==> config.mk <==
export PLATFORM = sky130hd
export DESIGN_NAME = wdt_guard
export DESIGN_NICKNAME = d
export VERILOG_FILES = /design/src/rtl/wdt_pkg.sv /design/src/rtl/wdt_prescale.sv /design/src/rtl/wdt_clear_ctl.sv /design/src/rtl/wdt_count.sv /design/src/rtl/wdt_guard.sv
export SDC_FILE = /design/constraint.sdc
export NUM_CORES = 1
export LEC_CHECK = 0
export BUFFER_PORTS_ARGS = -buffer_cell sky130_fd_sc_hd__clkbuf_2
export CORE_MARGIN = 1.5
export CORE_UTILIZATION = 40
export CTS_CLUSTER_DIAMETER = 150
export DETAILED_ROUTE_END_ITERATION = 8
export GPL_TIMING_DRIVEN = 1
export HOLD_SLACK_MARGIN = 0.06
export PLACE_DENSITY = 0.71
export SYNTH_ARGS = -nofsm -noshare
export SYNTH_HDL_FRONTEND = slang
export SYNTH_HIERARCHICAL = 1
export SYNTH_SLANG_ARGS = --single-unit
==> constraint.sdc <==
create_clock -name clk -period 6.05 [get_ports clk]
set_clock_uncertainty 0.05 [all_clocks]
set_input_delay 0.3025 -clock clk [delete_from_list [all_inputs] [get_ports clk]]
set_output_delay 0.3025 -clock clk [all_outputs]
set_load 0.03 [all_outputs]
==> src/rtl/wdt_pkg.sv <==
package wdt_pkg;
    localparam int unsigned WDT_PRE_W = 2;
    localparam int unsigned WDT_N_MIN = 8;
    localparam int unsigned WDT_SEL_W = 2;
    localparam int unsigned WDT_CNT_W = WDT_N_MIN + (1 << WDT_SEL_W) - 1;

    typedef struct packed {
        logic halt_q;
        logic flag_q;
        logic rst_q;
        logic wake_q;
    } wdt_top_state_t;
endpackage

==> src/rtl/wdt_prescale.sv <==
module wdt_prescale #(
    parameter int unsigned PRE_W = 2
) (
    input  logic clk,
    input  logic rst_n,
    input  logic hold,
    output logic tick
);
    typedef struct packed {
        logic [PRE_W-1:0] pre;
    } pre_state_t;

    pre_state_t s_d, s_q;

    always_comb begin
        s_d = s_q;
        if (hold) s_d.pre = '0;
        else      s_d.pre = s_q.pre + 1'b1;
        tick = &s_q.pre;
    end

    always_ff @(posedge clk or negedge rst_n) begin
        if (!rst_n) s_q <= '0;
        else        s_q <= s_d;
    end
endmodule

==> src/rtl/wdt_clear_ctl.sv <==
module wdt_clear_ctl (
    input  logic clk,
    input  logic rst_n,
    input  logic enable,
    input  logic dual,
    input  logic kick,
    input  logic kick_a,
    input  logic kick_b,
    input  logic flush,
    output logic sw_clr
);
    typedef struct packed {
        logic pend_a;
        logic pend_b;
    } clr_state_t;

    clr_state_t s_d, s_q;
    logic have_a, have_b;

    always_comb begin
        s_d    = s_q;
        have_a = s_q.pend_a | kick_a;
        have_b = s_q.pend_b | kick_b;
        if (!enable)   sw_clr = 1'b0;
        else if (dual) sw_clr = have_a & have_b;
        else           sw_clr = kick;
        if (!enable || sw_clr || flush) begin
            s_d = '0;
        end else if (dual) begin
            s_d.pend_a = have_a;
            s_d.pend_b = have_b;
        end
    end

    always_ff @(posedge clk or negedge rst_n) begin
        if (!rst_n) s_q <= '0;
        else        s_q <= s_d;
    end
endmodule

==> src/rtl/wdt_count.sv <==
module wdt_count #(
    parameter int unsigned N_MIN = 8,
    parameter int unsigned SEL_W = 2,
    parameter int unsigned CNT_W = N_MIN + (1 << SEL_W) - 1
) (
    input  logic             clk,
    input  logic             rst_n,
    input  logic             restart,
    input  logic             tick,
    input  logic [SEL_W-1:0] sel,
    output logic             ovf
);
    typedef struct packed {
        logic [CNT_W-1:0] cnt;
    } cnt_state_t;

    cnt_state_t       s_d, s_q;
    logic [CNT_W-1:0] limit;
    logic             at_end;
    int unsigned      width_n;

    always_comb begin
        s_d     = s_q;
        width_n = N_MIN + 32'(sel);
        limit   = {CNT_W{1'b1}} >> (CNT_W - width_n);
        at_end  = (s_q.cnt == limit);
        ovf     = tick & at_end & ~restart;
        if (restart)     s_d.cnt = '0;
        else if (tick)   s_d.cnt = at_end ? '0 : s_q.cnt + 1'b1;
    end

    always_ff @(posedge clk or negedge rst_n) begin
        if (!rst_n) s_q <= '0;
        else        s_q <= s_d;
    end
endmodule

==> src/rtl/wdt_guard.sv <==
module wdt_guard
    import wdt_pkg::*;
#(
    parameter int unsigned PRE_W = WDT_PRE_W,
    parameter int unsigned N_MIN = WDT_N_MIN,
    parameter int unsigned SEL_W = WDT_SEL_W,
    localparam int unsigned CNT_W = N_MIN + (1 << SEL_W) - 1
) (
    input  logic             clk,
    input  logic             rst_n,
    input  logic             wdt_en,
    input  logic [SEL_W-1:0] tmo_sel,
    input  logic             dual_clr,
    input  logic             kick,
    input  logic             kick_a,
    input  logic             kick_b,
    input  logic             halted,
    output logic             chip_rst_req,
    output logic             wake_req,
    output logic             timeout_flag
);
    wdt_top_state_t s_d, s_q;
    logic halt_rise, sw_clr, restart, tick, ovf;

    assign halt_rise = wdt_en & halted & ~s_q.halt_q;
    assign restart   = ~wdt_en | sw_clr | halt_rise;

    wdt_prescale #(.PRE_W(PRE_W)) u_pre (
        .clk   (clk),
        .rst_n (rst_n),
        .hold  (restart),
        .tick  (tick)
    );

    wdt_clear_ctl u_clr (
        .clk    (clk),
        .rst_n  (rst_n),
        .enable (wdt_en),
        .dual   (dual_clr),
        .kick   (kick),
        .kick_a (kick_a),
        .kick_b (kick_b),
        .flush  (halt_rise | ovf),
        .sw_clr (sw_clr)
    );

    wdt_count #(.N_MIN(N_MIN), .SEL_W(SEL_W), .CNT_W(CNT_W)) u_cnt (
        .clk     (clk),
        .rst_n   (rst_n),
        .restart (restart),
        .tick    (tick),
        .sel     (tmo_sel),
        .ovf     (ovf)
    );

    always_comb begin
        s_d        = s_q;
        s_d.halt_q = halted;
        s_d.rst_q  = ovf & ~halted;
        s_d.wake_q = ovf & halted;
        if (sw_clr || halt_rise) s_d.flag_q = 1'b0;
        else if (ovf)            s_d.flag_q = 1'b1;
    end

    always_ff @(posedge clk or negedge rst_n) begin
        if (!rst_n) s_q <= '0;
        else        s_q <= s_d;
    end

    assign chip_rst_req = s_q.rst_q;
    assign wake_req     = s_q.wake_q;
    assign timeout_flag = s_q.flag_q;
endmodule

# Word-level counts from Yosys, hierarchy flattened
# Index checks and enable logic that the tools add are counted.
# Widths: inputs -> output; s select.
dict set report word_totals {
  reg_bits 19
  latchBits 0
  mem_bits_rw 0
  romBits 0
  out_inout_bits 3
  word_cells 48
  n_memories 0
}
dict set report classes {
  add_sub_neg 4
  multipliers 0
  div_mod_pow 0
  magnitude_cmp 0
  eq_ne 1
  shift 1
  muxes 10
  bitwise_logic 16
  n_reduce_logical 8
}
# cell n
set op_table {}
lappend op_table {{$mux 11} 3}
lappend op_table {{$shr 11x32->11 const A} 1}
lappend op_table {{$sub 4x32->32 const A} 1}
lappend op_table {{$add 11x1->11 const B} 1}
lappend op_table {{$eq 11x11->1} 1}
lappend op_table {{$and 1x1->1} 7}
lappend op_table {{$mux 2} 3}
lappend op_table {{$reduce_bool 2->1} 3}
lappend op_table {{$add 4x2->5 const A} 1}
lappend op_table {{$or 1x1->1} 5}
lappend op_table {{$mux 1} 4}
lappend op_table {{$not 1->1} 4}
lappend op_table {{$logic_or 1x1->1} 3}
lappend op_table {{$add 2x1->2 const B} 1}
lappend op_table {{$reduce_and 2->1} 1}
lappend op_table {{$logic_not 1->1} 1}

# Depth between registers and ports, before layout
# Gate-level depths: netlist (run 1).
dict set report logic_depth {
  ltp_word 11
  mapped_depth 7
  depth_no_buf 7
}

# Modules after synthesis
# The synthesis (run 1) kept the hierarchy.
# mod n_inst cells_each area_each_um2
set modules_own_cells {}
lappend modules_own_cells {wdt_count 1 66 704.4}
lappend modules_own_cells {wdt_guard 1 12 156.4}
lappend modules_own_cells {wdt_clear_ctl 1 10 103.8}
lappend modules_own_cells {wdt_prescale 1 5 72.6}

# Worst setup path before layout (run 1)
# No wires, ideal clock.
dict set report synth_path {
  kind {register to register}
  startpoint {reg u_cnt/s_q[8] (netlist name)}
  endpoint {reg u_clr/s_q[1] (netlist name)}
  arrival_time_ns 1.840
  required_ns 5.899
  slack_ns 4.059
  path_stages_with_launch 8
  n_path_buf 0
  synth_period_minus_slack_ns 1.991
  path_cell_list {dfrtp_1 -> nor4bb_2 -> a311oi_2 -> nor3_4 -> and3b_1 -> a31o_2 -> nand2b_1 -> nor4_1}
}
dict set report synth_via {
  elab_chain_cells 6
  elab_cells_between_ends 7
}
# element line
set synth_lines {}
lappend synth_lines {{start, declared} wdt_count.sv:17} ;# cnt_state_t s_d, s_q;
lappend synth_lines {{start signal, assigned} wdt_count.sv:33} ;# if (!rst_n) s_q <= '0;
lappend synth_lines {{start signal, assigned} wdt_count.sv:34} ;# else s_q <= s_d;
lappend synth_lines {{$eq 11x11->1 (*)} wdt_count.sv:26} ;# at_end = (s_q.cnt == limit);
lappend synth_lines {{$and 1x1->1 (*) (2 in series)} wdt_count.sv:27} ;# ovf = tick & at_end & ~restart;
lappend synth_lines {{named net ovf} wdt_guard.sv:23} ;# logic halt_rise, sw_clr, restart, tick, ovf;
lappend synth_lines {{$or 1x1->1 (*)} wdt_guard.sv:43} ;# .flush (halt_rise | ovf),
lappend synth_lines {{$logic_or 1x1->1 (*)} wdt_clear_ctl.sv:27} ;# if (!enable || sw_clr || flush) begin
lappend synth_lines {{$mux 2 or $reduce_bool 2->1 (tied branches)} --}
lappend synth_lines {{end signal, assigned} wdt_clear_ctl.sv:36} ;# if (!rst_n) s_q <= '0;
lappend synth_lines {{end signal, assigned} wdt_clear_ctl.sv:37} ;# else s_q <= s_d;
lappend synth_lines {{end, declared} wdt_clear_ctl.sv:17} ;# clr_state_t s_d, s_q;
# The timed path passes the listed nets; every way through them passes the cells marked *.
# A chain may end at the register's enable or synchronous reset.

# Worst setup path after layout (run 1)
dict set report layout_path {
  startpoint {reg u_clr/s_q[0] (netlist name)}
  endpoint {reg u_cnt/s_q[7] (netlist name)}
}
dict set report layout_via {
  elab_chain_cells 7
  elab_cells_between_ends 8
}
# element line
set layout_lines {}
lappend layout_lines {{$or 1x1->1 (*)} wdt_clear_ctl.sv:23} ;# have_b = s_q.pend_b | kick_b;
lappend layout_lines {{$and 1x1->1 (*)} wdt_clear_ctl.sv:25} ;# else if (dual) sw_clr = have_a & have_b;
lappend layout_lines {{$mux 1 (*)} wdt_clear_ctl.sv:25}
lappend layout_lines {{$mux 1 (*)} wdt_clear_ctl.sv:24} ;# if (!enable) sw_clr = 1'b0;
lappend layout_lines {{named net sw_clr} wdt_guard.sv:23}
lappend layout_lines {{$or 1x1->1 (*) (2 in series)} wdt_guard.sv:26} ;# assign restart = ~wdt_en | sw_clr | halt_rise;
lappend layout_lines {{named net restart} wdt_guard.sv:23}
lappend layout_lines {{$mux 11 or $reduce_bool 2->1 (tied branches)} --}
# Marks and branches as above.

==> results of run 1 <==
[critical path, stage by stage (launching register included)]
cell,delay [ns]
dfrtp_1,0.40
o221a_2,0.29
o21a_1,0.20
a211o_1,0.48
o2111ai_1,0.40
nor2_1,0.10
xnor2_1,0.14
a211oi_1,0.26
[worst paths after layout]
check,end,cells after the start
setup reg to reg,u_cnt/s_q[7],7
setup / recovery,u_cnt/s_q[7],7
max in group asynchronous,u_cnt/s_q[9],2
hold reg to reg,u_pre/s_q[0],1
hold / removal,s_q[3],1
min in group asynchronous,timeout_flag,2
[power groups by stage]
stage               Combinational [mW]  Sequential [mW]  Clock, mW
floorplan                       0.0102            0.132          0
global placement                0.0180            0.132          0
detailed placement              0.0189            0.132          0
CTS                             0.0194            0.130     0.0693
global route                    0.0216            0.130     0.0769
finish                          0.0192            0.130     0.0664
[per-stage QoR]
stage / instance area (sq um) / worst slack (ns) / utilization [%] / power, mW
finish: 1170 / 3.65 / 47.6 / 0.216
global route: 1170 / 3.50 / 47.6 / 0.229
detailed placement: 1130 / 3.63 / 45.9 / 0.151
floorplan: 1040 / 4.06 / - / 0.142
CTS: 1170 / 3.65 / 47.6 / 0.219
global placement: 1130 / 3.76 / 45.9 / 0.150
[repair_timing]
item                                   4_1_cts  5_1_grt
setup endpoints to repair                    0        0
hold buffers                                 1        0
endpoints found under the hold margin       19        0
[cell usage after synthesis, drive strengths merged]
| library cell | number |
|---|---|
| dfrtp | 19 |
| a211oi | 6 |
| nor2 | 6 |
| xor2 | 6 |
| nand4 | 5 |
| a21oi | 4 |
| inv | 4 |
| nand2 | 4 |
| nand2b | 4 |
| o311ai | 4 |
| nor2b | 3 |
| nor4 | 3 |
| xnor2 | 3 |
| a311oi | 2 |
| and2 | 2 |
| clkbuf | 2 |
| ha | 2 |
| nor3 | 2 |
| a211o | 1 |
| a31o | 1 |
| and3b | 1 |
| and4 | 1 |
| nand3 | 1 |
| nor3b | 1 |
| nor4bb | 1 |
| o2111ai | 1 |
| o211a | 1 |
| o21a | 1 |
| o221a | 1 |
| or2 | 1 |
[registers in the layout, summed over array words and instances (netlist names)]
register / count
u_cnt/s_q: 11
u_clr/s_q: 2
u_pre/s_q: 2
chip_rst_req: 1
s_q: 1
timeout_flag: 1
wake_req: 1
[cell families after synthesis]
family / Yosys count / synth area share [%]
xor+xnor: 9 / 8.32
compound gates: 22 / 18.6
buf+inv: 6 / 2.17
simple gates: 35 / 22.7
fa+ha+maj: 2 / 2.41
flops: 19 / 45.8
[area by class of cell]
cell class	instances	area, sq um	area share, %
Clock buffer	3	22.5	1.93
Clock inverter	1	7.51	0.643
Inverter	4	15.0	1.29
Multi-Input combinational cell	68	539	46.2
Sequential cell	19	475	40.7
Tap cell	30	37.5	3.22
Timing Repair Buffer	13	70.1	6.00
[layer usage]
metal / up-vias / wire length (microns)
li1: 379 / -
met1: 376 / 860
met2: 19 / 960
met3: 2 / 100
met4: 0 / 10
met5: - / 0
==> implementation parameters, run 1 <==
Parameter                              Value

CTS
  Clk_lat worst skew ... 0.30 ns
  CTS tree ... built
  Clock buffer count from CTS ... 3
  CTS sink cnt ... 19
  H-tree level count ... 1
  Root buffer selected by CTS ... clkbuf_4
  CTS Buffer Depth ... 2
  Post-CTS clock slew at the launch and capture registers of the worst setup and hold paths ... around 0.12 ns
  Number of post-CTS setup repair buffers ... 0
  Post-cts gate resize count ... 0

Layout
  Number of cells in the finished layout apart from fillers ... 138
  Most common cell after layout, fill and taps aside ... dfrtp_1
  Most used cells in the layout excluding fill and tap cells ... 19 x dfrtp_1, 12 x clkbuf_2, 6 x nor2_1, 6 x xor2_1, 6 x a211oi_1
  Fraction of layout instances using a drive strength above 1 ... 25.0%
  Layout Nets ... 121
  Number of filler cells placed in the layout ... 226
  Area growth from synthesis to layout ... 12.5%
  Number of antenna diodes ... 0

Timing
  Transition time of the tightest slew-check pin ... 0.517 ns
  Unrepaired setup endpoints after global routing ... false
  Setup total negative slack ... 0 ns
  Max Transition Viols Final ... 0
  Worst rel slew slack ... around two thirds
  Final worst path period share ... 39.7%
  Number of endpoints failing setup at the final stage ... 0
  Final hold vios ... 0
  Maximum clock rate ... around 420 MHz
  Hold WS ... 0.125 ns
  Shortest period the worst path allows ... 2.40 ns

Floorplanning
  Number of primary I/O pins ... 13
  DIE AREA ... roughly 2900 sq um
  Die span in x ... 53.9 microns
  Die H ... 53.9 microns
  Std-Cell Core Area ... roughly 2500 sq um
  Initial core utilization ... 42.3%
  Row cnt ... 18

Worst setup path
  Crit path kind ... reg -> reg
  Critical Path Source Type ... register
  Nature of the critical path endpoint ... register
  Worst reg2reg setup slack ... 3.65 ns
  Critical Path Source ... u_clr/s_q[0]
  Maximum fanout encountered on the critical timing path ... 17
  Launching point of the worst reg2reg path ... u_clr/s_q[0]
  Worst endpoint required time ... roughly 6.2 ns
  Endpoint arrival time on the critical path ... approximately 2.6 ns

Yosys
  Synthesized instance count ... between 90 and 100
  Post-synthesis sequential element count ... 19
  Summed instance area of the synthesized netlist ... about 1000 sq um
  Area share of the largest cell type after synthesis ... 45.8%
  Distinct cell type count of the synthesized netlist ... 34
  Syn Area/Cell ... 11.2 sq um
  Post-Syn Nets ... 105
  Cell type with the highest aggregate area in the netlist ... dfrtp_1
  Total of warnings raised by yosys ... 6
  Cells taking the most area after synthesis ... dfrtp_1 46%, xor2_1 5.1%, a211oi_1 4.3%, a311oi_2 2.9%, o311ai_1 2.5%
  Sequential cell area fraction in the yosys report ... 45.8%

Run status
  Status ... completed

Hold path
  Launch point of the worst hold path ... halted
  Path class of the lowest-slack min-delay path ... in -> reg

Detailed routing
  Initial DRC count ... 7
  Wirelength, routed ... between 1500 and 2000 microns
  Via count normalized by instance count ... 5.62
  Length of the first detailed-routing pass in iterations ... 4
  WL/cell ... roughly 14 microns
  Final ANT Viol Nets ... 0
  Vias after detailed routing ... 776
  DRC ... 0

Power
  Seq pwr share ... 60.3%
  Power density cells ... 185 nW/um^2
  VDD IR max ... 0.0000992 V
  Leakage power ... 0.507 nW
  Combinational share of power ... 8.9%
  Clock network fraction of total power ... 30.8%
  Net switching component of the power ... 0.0543 mW
  Switching power as a share of total power ... 25.2%
  Internal power ... about 0.16 mW

GRT
  Global route overflow ... 0
  Number of antenna violations at the first check in global routing ... 0
  Global Route met1 Usage ... 17.7%
  Maximum number of pins on one net before global-route repair ... 20
  First-pass GRT wire length ... 3110 microns
  Global routing met2 resource utilization ... 25.8%
  Vias in the first global route ... between 700 and 800
  Fraction of met3 tracks used by global routing ... between 3 and 4%
  Total routing usage reported by global routing ... between 10% and 20%
  Highest-utilization routing layer at the global route stage ... met2

Place
  Placed insts ... about 130
  Count of buffers inserted at the top-level ports ... 12
  Gpl congestion ... about 0.84
  Placed wire-length estimate ... 1410 microns

Run
  # Max-Cap Violations ... 0
(Power assumes the default switching activity.)
==> run 2, diff against run 1 <==
--- a/config.mk
+++ b/config.mk
@@ -5,6 +5,7 @@
 export SDC_FILE = /design/constraint.sdc
 export NUM_CORES = 1
 export LEC_CHECK = 0
+export ABC_AREA = 1
 export BUFFER_PORTS_ARGS = -buffer_cell sky130_fd_sc_hd__clkbuf_2
 export CORE_MARGIN = 1.5
 export CORE_UTILIZATION = 40
@@ -12,7 +13,7 @@
 export DETAILED_ROUTE_END_ITERATION = 8
 export GPL_TIMING_DRIVEN = 1
 export HOLD_SLACK_MARGIN = 0.06
-export PLACE_DENSITY = 0.71
+export PLACE_DENSITY = 0.7
 export SYNTH_ARGS = -nofsm -noshare
 export SYNTH_HDL_FRONTEND = slang
 export SYNTH_HIERARCHICAL = 1
==> constraint.sdc (replaced) <==
create_clock -name clk -period 2.5 [get_ports clk]
set_clock_uncertainty 0.05 [all_clocks]
set_input_delay 0.125 -clock clk [delete_from_list [all_inputs] [get_ports clk]]
set_output_delay 0.125 -clock clk [all_outputs]
set_load 0.03 [all_outputs]
==> implementation parameters, run 2 <==
Parameter                              Value

GRT
  Maximum number of pins on one net before global-route repair ... 20
  Vias in the first global route ... a little over 900
  Global route overflow ... 0
  First-pass GRT wire length ... approximately 4000 microns
  Total routing usage reported by global routing ... 15.9%
  Number of antenna violations at the first check in global routing ... 0

Timing
  Setup total negative slack ... 0 ns
  Transition time of the tightest slew-check pin ... 0.494 ns
  Maximum clock rate ... 478 MHz
  Unrepaired setup endpoints after global routing ... false
  Final hold vios ... 0
  Worst rel slew slack ... 67.1%
  Final worst path period share ... between 80% and 90%
  Max Transition Viols Final ... 0
  Shortest period the worst path allows ... 2.09 ns
  Minimum setup slack in the final design ... approximately 0.41 ns
  Number of endpoints failing setup at the final stage ... 0

Worst setup path
  Maximum fanout encountered on the critical timing path ... 9
  Critical path buffers and inverters ... 5
  Cells along the critical path ... dlygate4sd3_1 > clkbuf_2 > inv_1 > nand2_1 > nand3_1 > a21oi_1 > inv_1 > nand3_1 > nor2_4 > nor3_2 > inv_1 > nand2_1 > nor2_1 > nand3_2 > nor2_1
  Worst endpoint required time ... 2.70 ns
  Cell type of the slowest stage on the worst timing path ... dlygate4sd3_1
  Endpoint arrival time on the critical path ... 2.29 ns
  Nature of the critical path endpoint ... register
  Worst stage delay on the critical path ... approximately 0.53 ns
  Crit path kind ... in -> reg
  Critical Path Source Type ... input pin
  Critical Path Most Common Cell ... inv_1
  Critical path's top delay family ... simple AND/OR/NAND/NOR gates

Yosys
  Total of warnings raised by yosys ... 6
  Sequential cell area fraction in the yosys report ... 42.6%
  Cell type with the highest aggregate area in the netlist ... dfrtp_1
  Leading register cell type out of synthesis ... dfrtp_1
  Synthesized instance count ... 147
  EDFF count, synth ... 0
  Cells taking the most area after synthesis ... dfrtp_1 43%, nand2_1 13%, inv_1 8.1%, nor2_1 6.0%, nand3_1 5.4%
  Synth async-reset ratio ... 100%
  Distinct cell type count of the synthesized netlist ... 24
  Post-Syn Nets ... ~160
  Most frequent cell after synthesis ... nand2_1
  Summed instance area of the synthesized netlist ... 1120 sq um
  Area share of the largest cell type after synthesis ... 42.6%
  Most used standard cells in the synthesized netlist ... 40 x nand2_1, 24 x inv_1, 19 x dfrtp_1
  Syn Area/Cell ... 7.60 sq um
  Post-synthesis sequential element count ... 19

Layout
  Most used cells in the layout excluding fill and tap cells ... 40 x nand2_1, 24 x inv_1, 19 x dfrtp_1, 18 x nor2_1
  Layout Nets ... 180
  Fraction of layout instances using a drive strength above 1 ... 19.2%
  Most common cell after layout, fill and taps aside ... nand2_1
  Area growth from synthesis to layout ... 15.0%
  Flip-flop count of the largest register, all copies and words added ... 11
  Number of cells in the finished layout apart from fillers ... 197
  Number of antenna diodes ... 0
  Largest register by flop count ... u_cnt/s_q
  Biggest regs ... u_cnt/s_q x11, u_clr/s_q x2, u_pre/s_q x2

Place
  Gpl congestion ... 0.845
  Count of buffers inserted at the top-level ports ... 12
  Placed wire-length estimate ... 1680 microns
  Placed insts ... 189
  Worst setup slack before clock tree synthesis ... roughly 0.46 ns

Power
  Leakage power ... 0.644 nW
  Power density cells ... approximately 420 nW/um^2
  Final Total Pwr ... 0.545 mW
  VDD IR max ... 0.000313 V

Detailed routing
  M1 WL ... ~1000 microns
  DRC ... 0
  Length of the first detailed-routing pass in iterations ... 4
  WL/cell ... 11.2 microns
  Highest metal layer with signal wires ... met4
  Length of routed met2 wiring ... ~1100 microns
  Final ANT Viol Nets ... 0
  Wirelength, routed ... 2210 microns
  Initial DRC count ... 37
  Via count normalized by instance count ... 4.95
  Vias after detailed routing ... 976
  Met3 wire length ... 91 microns

CTS
  Clk_lat worst skew ... 0.31 ns
  Number of post-CTS setup repair buffers ... 0
  Post-CTS clock slew at the launch and capture registers of the worst setup and hold paths ... 0.12 ns
  Clock buffer count from CTS ... 3
  CTS tree ... built
  CTS Buffer Depth ... 2
  CTS sink cnt ... 19
  Hold buffer count at CTS ... 4
  Post-cts gate resize count ... 0
  Root buffer selected by CTS ... clkbuf_4
  H-tree level count ... 1

Hold path
  Path class of the lowest-slack min-delay path ... in -> reg

Floorplanning
  DIE AREA ... 3120 sq um
  Die span in x ... 55.9 microns
  Die H ... 55.9 microns
  Row cnt ... 18
  Number of primary I/O pins ... 13
  Std-Cell Core Area ... about 2600 sq um
  Initial core utilization ... 43.5%

Run
  # Max-Cap Violations ... 0

Run status
  Status ... completed
-- run 2: changes by cell type after synthesis, moves of 3 or more --
cell,delta
nand2_1,+36
inv_1,+20
nor2_1,+12
nand3_1,+11
a211oi_1,-6
a21oi_1,+4
nand2b_1,-4
xor2_1,-4
nand3_2,+3
nor2b_1,-3
nor4_1,-3
o311ai_1,-3
-- run 2: final cells by class --
type	instances	area (sq um)
inverter	26	100
sequential	19	475
clock buffer	3	22.5
fill	259	1280
tap	30	37.5
timing repair buffer	16	100
multi-input combinational	102	542
clock inverter	1	7.51
-- run 2: final timing paths --
| kind | start | endpoint | slack (ns) | cells past startpoint |
|---|---|---|---|---|
| max | kick_b | u_clr/s_q[1] | 0.41 | 15 |
| min | kick_a | u_clr/s_q[1] | 0.06 | 3 |
| max in group asynchronous | rst_n | u_cnt/s_q[1] | 1.82 | 2 |
| min reg2reg | u_pre/s_q[0] | u_pre/s_q[0] | 0.39 | 1 |
| min in group asynchronous | rst_n | u_cnt/s_q[5] | 0.24 | 2 |
| max reg2reg | u_clr/s_q[0] | u_clr/s_q[1] | 0.44 | 13 |
-- run 2: per-layer routing --
layer / GRT usage, % / up-vias
met3: 4.88 / 5
met5: 0 / -
met2: 26.4 / 20
met4: 4.76 / 0
li1: - / 504
met1: 19.9 / 447
-- run 2: worst register-to-register path, delay by kind of cell, from the launching register on --
| family | cells | cell delay [ns] |
|---|---|---|
| buf+inv | 3 | 0.22 |
| flops | 1 | 0.41 |
| simple gates | 9 | 1.26 |
| compound gates | 1 | 0.08 |
-- run 2: cells by family (layout without fill, tap and decap cells) --
kind of cell / count (synthesis) / count (layout) / synth area share, %
buffers and inverters: 26 / 46 / 8.96
and+or+nand+nor: 85 / 85 / 37.7
xor gates and xnor gates: 2 / 2 / 1.57
DFF: 19 / 19 / 42.6
adders and majority gates: 2 / 2 / 2.24
AOI/OAI and AO/OA: 13 / 13 / 6.94
-- run 2: report_power, final --
part,internal [mW],leakage [nW],switching (mW)
clock,0.0611,0.0139,0.103
combinational,0.0224,0.369,0.0433
sequential,0.313,0.261,0.00280
-- run 2: metrics by stage --
step	utilization (%)	cell area (sq um)	hold slack, ns
after floorplan	-	1120	-0.221
after global placement	47.3	1210	0.0557
after detailed placement	47.3	1210	0.0583
after CTS	50.0	1280	0.0646
after global routing	50.0	1280	0.0876
final	50.0	1280	0.0626
